## src/rtl/sp_bank_pkg.sv

```systemverilog
// Shared types for the banked stack pointer block.
// Assumes a single-bit view selector on the debug side.
package sp_bank_pkg;

    // Debug view selector encoding
    typedef enum logic {
        VIEW_ACTIVE = 1'b0,
        VIEW_OTHER  = 1'b1
    } sp_view_e;

endpackage

```

## src/rtl/sp_mode_ctrl.sv

```systemverilog
// Holds the supervisor bit and flags a bank exchange when a strobed
// mode value differs from the stored one.
// Assumes: synchronous active-low reset, supervisor mode after reset.
module sp_mode_ctrl (
    input  logic clk,
    input  logic rst_n,
    input  logic mode_stb,
    input  logic mode_sup,
    output logic sup_q,
    output logic swap
);

    // Exchange request: strobe carrying a different mode value
    always_comb begin
        swap = mode_stb && (mode_sup != sup_q);
    end

    // Supervisor bit register, resets into supervisor mode
    always_ff @(posedge clk) begin
        if (!rst_n) begin
            sup_q <= 1'b1;
        end else if (swap) begin
            sup_q <= mode_sup;
        end
    end

endmodule

```

## src/rtl/sp_write_mux.sv

```systemverilog
// Resolves core and debug writes into per-view write requests.
// Debug beats core on the active view; writes target post-swap views.
// Assumes: at most one core and one debug write per cycle.
module sp_write_mux
    import sp_bank_pkg::*;
#(
    parameter int DATA_W = 32
) (
    input  logic              core_we,
    input  logic [DATA_W-1:0] core_wdata,
    input  logic              dbg_we,
    input  sp_view_e          dbg_view,
    input  logic [DATA_W-1:0] dbg_wdata,
    output logic              act_we,
    output logic [DATA_W-1:0] act_wdata,
    output logic              oth_we,
    output logic [DATA_W-1:0] oth_wdata
);

    logic dbg_act;
    logic dbg_oth;

    // Decode debug target view
    always_comb begin
        dbg_act = dbg_we && (dbg_view == VIEW_ACTIVE);
        dbg_oth = dbg_we && (dbg_view == VIEW_OTHER);
    end

    // Active view: debug has priority over core
    always_comb begin
        act_we    = dbg_act || core_we;
        act_wdata = dbg_act ? dbg_wdata : core_wdata;
    end

    // Inactive view: only the debug side writes it
    always_comb begin
        oth_we    = dbg_oth;
        oth_wdata = dbg_wdata;
    end

endmodule

```

## src/rtl/sp_bank_store.sv

```systemverilog
// Storage for the two stack pointer views. RENAME_BANKS picks the
// implementation: 0 moves contents on an exchange, 1 flips a bank pointer.
// Both present identical active/inactive views.
// Assumes: writes in an exchange cycle address the post-exchange views.
module sp_bank_store #(
    parameter int DATA_W       = 32,
    parameter bit RENAME_BANKS = 1'b0
) (
    input  logic              clk,
    input  logic              rst_n,
    input  logic              swap,
    input  logic              act_we,
    input  logic [DATA_W-1:0] act_wdata,
    input  logic              oth_we,
    input  logic [DATA_W-1:0] oth_wdata,
    output logic [DATA_W-1:0] act_val,
    output logic [DATA_W-1:0] oth_val
);

    localparam int NBANK = 2;

    generate
        if (RENAME_BANKS == 1'b0) begin : g_move
            logic [DATA_W-1:0] act_q;
            logic [DATA_W-1:0] oth_q;
            logic [DATA_W-1:0] act_d;
            logic [DATA_W-1:0] oth_d;

            // Next state: exchange first, then apply writes
            always_comb begin
                act_d = swap ? oth_q : act_q;
                oth_d = swap ? act_q : oth_q;
                if (act_we) act_d = act_wdata;
                if (oth_we) oth_d = oth_wdata;
            end

            // View registers
            always_ff @(posedge clk) begin
                if (!rst_n) begin
                    act_q <= '0;
                    oth_q <= '0;
                end else begin
                    act_q <= act_d;
                    oth_q <= oth_d;
                end
            end

            // Expose views
            always_comb begin
                act_val = act_q;
                oth_val = oth_q;
            end
        end else begin : g_rename
            logic [DATA_W-1:0] bank_q [NBANK];
            logic              ptr_q;
            logic              ptr_d;

            // Pointer after any exchange this cycle
            always_comb begin
                ptr_d = ptr_q ^ swap;
            end

            // Bank pointer register
            always_ff @(posedge clk) begin
                if (!rst_n) ptr_q <= 1'b0;
                else        ptr_q <= ptr_d;
            end

            // Bank registers, addressed through the post-exchange pointer
            for (genvar b = 0; b < NBANK; b++) begin : g_bank
                always_ff @(posedge clk) begin
                    if (!rst_n) begin
                        bank_q[b] <= '0;
                    end else if (act_we && (ptr_d == 1'(b))) begin
                        bank_q[b] <= act_wdata;
                    end else if (oth_we && (ptr_d != 1'(b))) begin
                        bank_q[b] <= oth_wdata;
                    end
                end
            end

            // Expose views through the current pointer
            always_comb begin
                act_val = bank_q[ptr_q];
                oth_val = bank_q[~ptr_q];
            end
        end
    endgenerate

endmodule

```

## src/rtl/sp_bank_top.sv

```systemverilog
// Mode-banked stack pointer pair: core port on the active view,
// debug port on either raw view, supervisor bit with exchange on change.
// Assumes: synchronous active-low reset; debug read latency of one cycle.
module sp_bank_top
    import sp_bank_pkg::*;
#(
    parameter int DATA_W       = 32,
    parameter bit RENAME_BANKS = 1'b0
) (
    input  logic              clk,
    input  logic              rst_n,
    input  logic              core_we,
    input  logic [DATA_W-1:0] core_wdata,
    output logic [DATA_W-1:0] core_rdata,
    input  logic              mode_stb,
    input  logic              mode_sup,
    output logic              sup_o,
    input  logic              dbg_we,
    input  logic              dbg_sel,
    input  logic [DATA_W-1:0] dbg_wdata,
    output logic [DATA_W-1:0] dbg_rdata
);

    logic              swap;
    logic              act_we;
    logic [DATA_W-1:0] act_wdata;
    logic              oth_we;
    logic [DATA_W-1:0] oth_wdata;
    logic [DATA_W-1:0] act_val;
    logic [DATA_W-1:0] oth_val;
    sp_view_e          dbg_view;
    sp_view_e          rd_view_q;

    // Map raw selector onto the view type
    always_comb begin
        dbg_view = sp_view_e'(dbg_sel);
    end

    sp_mode_ctrl u_mode (
        .clk      (clk),
        .rst_n    (rst_n),
        .mode_stb (mode_stb),
        .mode_sup (mode_sup),
        .sup_q    (sup_o),
        .swap     (swap)
    );

    sp_write_mux #(.DATA_W(DATA_W)) u_wmux (
        .core_we    (core_we),
        .core_wdata (core_wdata),
        .dbg_we     (dbg_we),
        .dbg_view   (dbg_view),
        .dbg_wdata  (dbg_wdata),
        .act_we     (act_we),
        .act_wdata  (act_wdata),
        .oth_we     (oth_we),
        .oth_wdata  (oth_wdata)
    );

    sp_bank_store #(.DATA_W(DATA_W), .RENAME_BANKS(RENAME_BANKS)) u_store (
        .clk       (clk),
        .rst_n     (rst_n),
        .swap      (swap),
        .act_we    (act_we),
        .act_wdata (act_wdata),
        .oth_we    (oth_we),
        .oth_wdata (oth_wdata),
        .act_val   (act_val),
        .oth_val   (oth_val)
    );

    // Register the debug read selector for one-cycle read latency
    always_ff @(posedge clk) begin
        if (!rst_n) rd_view_q <= VIEW_ACTIVE;
        else        rd_view_q <= dbg_view;
    end

    // Output views
    always_comb begin
        core_rdata = act_val;
        dbg_rdata  = (rd_view_q == VIEW_OTHER) ? oth_val : act_val;
    end

endmodule

```

## config.mk

```make
export PLATFORM = sky130hd
export DESIGN_NAME = sp_bank_top
export DESIGN_NICKNAME = d
export VERILOG_FILES = /design/src/rtl/sp_bank_pkg.sv /design/src/rtl/sp_mode_ctrl.sv /design/src/rtl/sp_write_mux.sv /design/src/rtl/sp_bank_store.sv /design/src/rtl/sp_bank_top.sv
export SDC_FILE = /design/constraint.sdc
export NUM_CORES = 1
export LEC_CHECK = 0
export CAP_MARGIN = 15
export CELL_PAD_IN_SITES_DETAIL_PLACEMENT = 1
export CELL_PAD_IN_SITES_GLOBAL_PLACEMENT = 1
export CORE_AREA = 2 2 120 122
export CTS_BUF_LIST = sky130_fd_sc_hd__clkbuf_8
export DETAILED_ROUTE_END_ITERATION = 7
export DIE_AREA = 0 0 122 124
export PLACE_DENSITY = 0.81
export SLEW_MARGIN = 15
export SYNTH_ARGS = -nofsm -noshare
export SYNTH_HDL_FRONTEND = slang
export SYNTH_SLANG_ARGS = --single-unit
```

## constraint.sdc

```tcl
create_clock -name clk -period 1.45 [get_ports clk]
set_input_delay 0.435 -clock clk [delete_from_list [all_inputs] [get_ports clk]]
set_output_delay 0.435 -clock clk [all_outputs]
set_load 0.005 [all_outputs]
```

==> results of run 1 <==
-- worst max-delay path: cells and delay by family, from the launching register on --
| kind | cells | cell delay [ps] |
|---|---|---|
| mux | 1 | 320 |
| flops | 1 | 410 |
| buf+inv | 3 | 370 |
-- layout by cell type, fill, tap and decap left out, drive strengths merged, types with 32 or more instances in the layout --
master	count
buf	150
dfxtp	66
nand2	65
mux2i	65
clkdlybuf4s50	64
mux2	64
and3	32
a21boi	32
o21ai	32
or3b	32
o211ai	32
-- stage by stage --
step / hold slack, ps / instance area (um2) / setup WS (ps)
6_report: 448.9 / 6898 / -446.4
5_1_grt: 449.6 / 6898 / -490.5
4_1_cts: 436.0 / 6952 / -457.1
3_5_place_dp: 472.7 / 6450 / -532.2
3_3_place_gp: 455.3 / 6450 / -481.3
2_1_floorplan: 445.5 / 4374 / -10.49
-- area by class of cell --
cell class / instances / area share
timing repair buffer: 222 / 0.3142
sequential: 66 / 0.1984
multi-input combinational: 359 / 0.4252
clock buffer: 11 / 0.02195
tap: 180 / 0.03265
clock inverter: 5 / 0.007618
-- path summary, 6_finish.rpt --
path	start	to	cells after the start
worst max-delay path	rd_view_q	dbg_rdata[21]	4
worst min-delay path	rst_n	u_store.act_val[30]	3
worst max register to register	u_mode.sup_q	u_store.act_val[17]	5
worst min register to register	u_store.oth_val[12]	u_store.oth_val[12]	2
-- state kept, by name, summed over array words and instances (netlist names) --
signal,count
u_mode.sup_q,1
u_store.oth_val,32
rd_view_q,1
u_store.act_val,32
-- layer usage --
metal  part of all wire  up-vias  track usage
li1                   -     2085            -
met1               0.44     2155       0.2717
met2               0.50      108       0.3862
met3              0.038       28      0.02885
met4              0.022        0      0.08621
met5                  0        -            0
-- kinds of logic after synthesis --
logic type	after synthesis	share of synthesized area
compound gates	98	0.1545
buf+inv	53	0.05656
xor+xnor	1	0.002010
mux	129	0.3147
flops	66	0.3032
simple gates	131	0.1691
-- power breakdown --
| part | switching (mW) | internal [mW] | total, mW |
|---|---|---|---|
| logic | 0.754 | 1.09 | 1.84 |
| clock network | 0.775 | 0.879 | 1.65 |
| registers | 0.0911 | 1.97 | 2.06 |
-- repair_timing --
action	4_1_cts	5_1_grt
pin swaps	1	2
gates cloned	5	1
gates resized for setup	366	15
endpoints found under the hold margin	0	0
setup endpoints to repair	129	64
setup buffers	8	1
==> reports/results.ini, run 1 <==
[run_status]
status=finished, violations left
violations=negative setup slack

[power]
p_leak_nw=3.006
ir_drop_mv=0.5155
total_power_mw=5.555
p_per_area_mw_per_mm2=805.4

[sta]
slew_headroom=0.8331
rsz0062_at_grt=true
slew_violations=0
fin_setup_tns_ps=-13030
finalHoldViolCount=0
finalCritPeriodShare=1.308
setup_viol=54
min_period_ps=1896
layout_setup_ws_ps=-446.4
fmax_mhz=527.3
max_slew.worst_pin.slew_ps=249.6
finClkSkew_ps=5.606

[clocking]
numCtsBuffers=9
clkSlewWorstSetupHoldPaths_ps=80
htreeDepth=3
cts_root_buf=clkbuf_8
clock_path_buffers=2
clock_sinks=66
cts_tree=done
clk_latency_ps=360
cts_hold_buf=0

[setup_path]
path_cells=buf_12 -> buf_8 -> mux2_4 -> buf_6
arrival_ps=1460
worstSetupEndpointType=output port
critPathMaxFanout=6
required_ps=1020
start_kind=flop
slowest_delay_ps=410
ff2ff_setup_slack_ps=-70
critPathSlowestCell=dfxtp_4
path_class=flop to output port

[detailed_routing]
viasPerCell=5.191
firstDrtPassIters=4
drt_iter0_drc=260
detail-route-antenna-nets=0
drcViolationCount=0
wl_um=16330
wl_per_cell_um=19.37
num_vias=4376

[logic_synthesis]
synth_top_area_share=0.3032
synthFlopType=dfxtp_1
yosys.cell_types.count=18
seq_area_frac_synth=0.3032
netlist_top_cells_count=66 x dfxtp_1, 65 x mux2i_1, 65 x nand2_1, 64 x mux2_2, 34 x clkbuf_1
yosysMostFrequentCell=dfxtp_1
synthCells=478
yosys.area.top_type=dfxtp_1
ys_warn_count=0
synthTopCellsByArea=dfxtp_1 30%, mux2_2 17%, mux2i_1 15%
synthArstFlopShare=0
synth_edf_count=0
avgSynthCellArea_um2=9.117
syn_area_mm2=0.004358
synth_nets=549
ys_seq_elements=66

[global_route]
grt_pass1_wl_um=25660
grt_pass1_vias=4947
grt_max_degree=47
track_usage=0.2194
grt_overflow_total=0
antenna_found_initial=0

[die]
pin_count=136
die_area_mm2=0.01513
initial_core_util=0.3176
core_area_mm2=0.01372
rows=43
die_x_um=122
chipHeight_um=124

[cells_and_area]
multi_input_area_mm2=0.002933
nNetsFinal=729
final_cells=843
nFillCells=1566
seq_area_mm2=0.001369
areaGrowthSynthToFinish_pct=58.28
drive_gt1_frac=0.4630
final_util=0.5028
antenna_cells=0

[placement]
placed_cells=816
hpwl_um=10860
place.port_buffers=135
place_congestion=0.7918

[min_path]
holdCritPathClass=input port to flop

[job]
cap_violations=0

(Power assumes the default switching activity.)
==> run 2, diff against run 1 <==
--- a/config.mk
+++ b/config.mk
@@ -12,6 +12,7 @@
 export CTS_BUF_LIST = sky130_fd_sc_hd__clkbuf_8
 export DETAILED_ROUTE_END_ITERATION = 7
 export DIE_AREA = 0 0 122 124
+export GPL_ROUTABILITY_DRIVEN = 0
 export PLACE_DENSITY = 0.81
 export SLEW_MARGIN = 15
 export SYNTH_ARGS = -nofsm -noshare
==> results of run 2 <==
No change in the layout: final DEF, timing and power equal those of run 1.
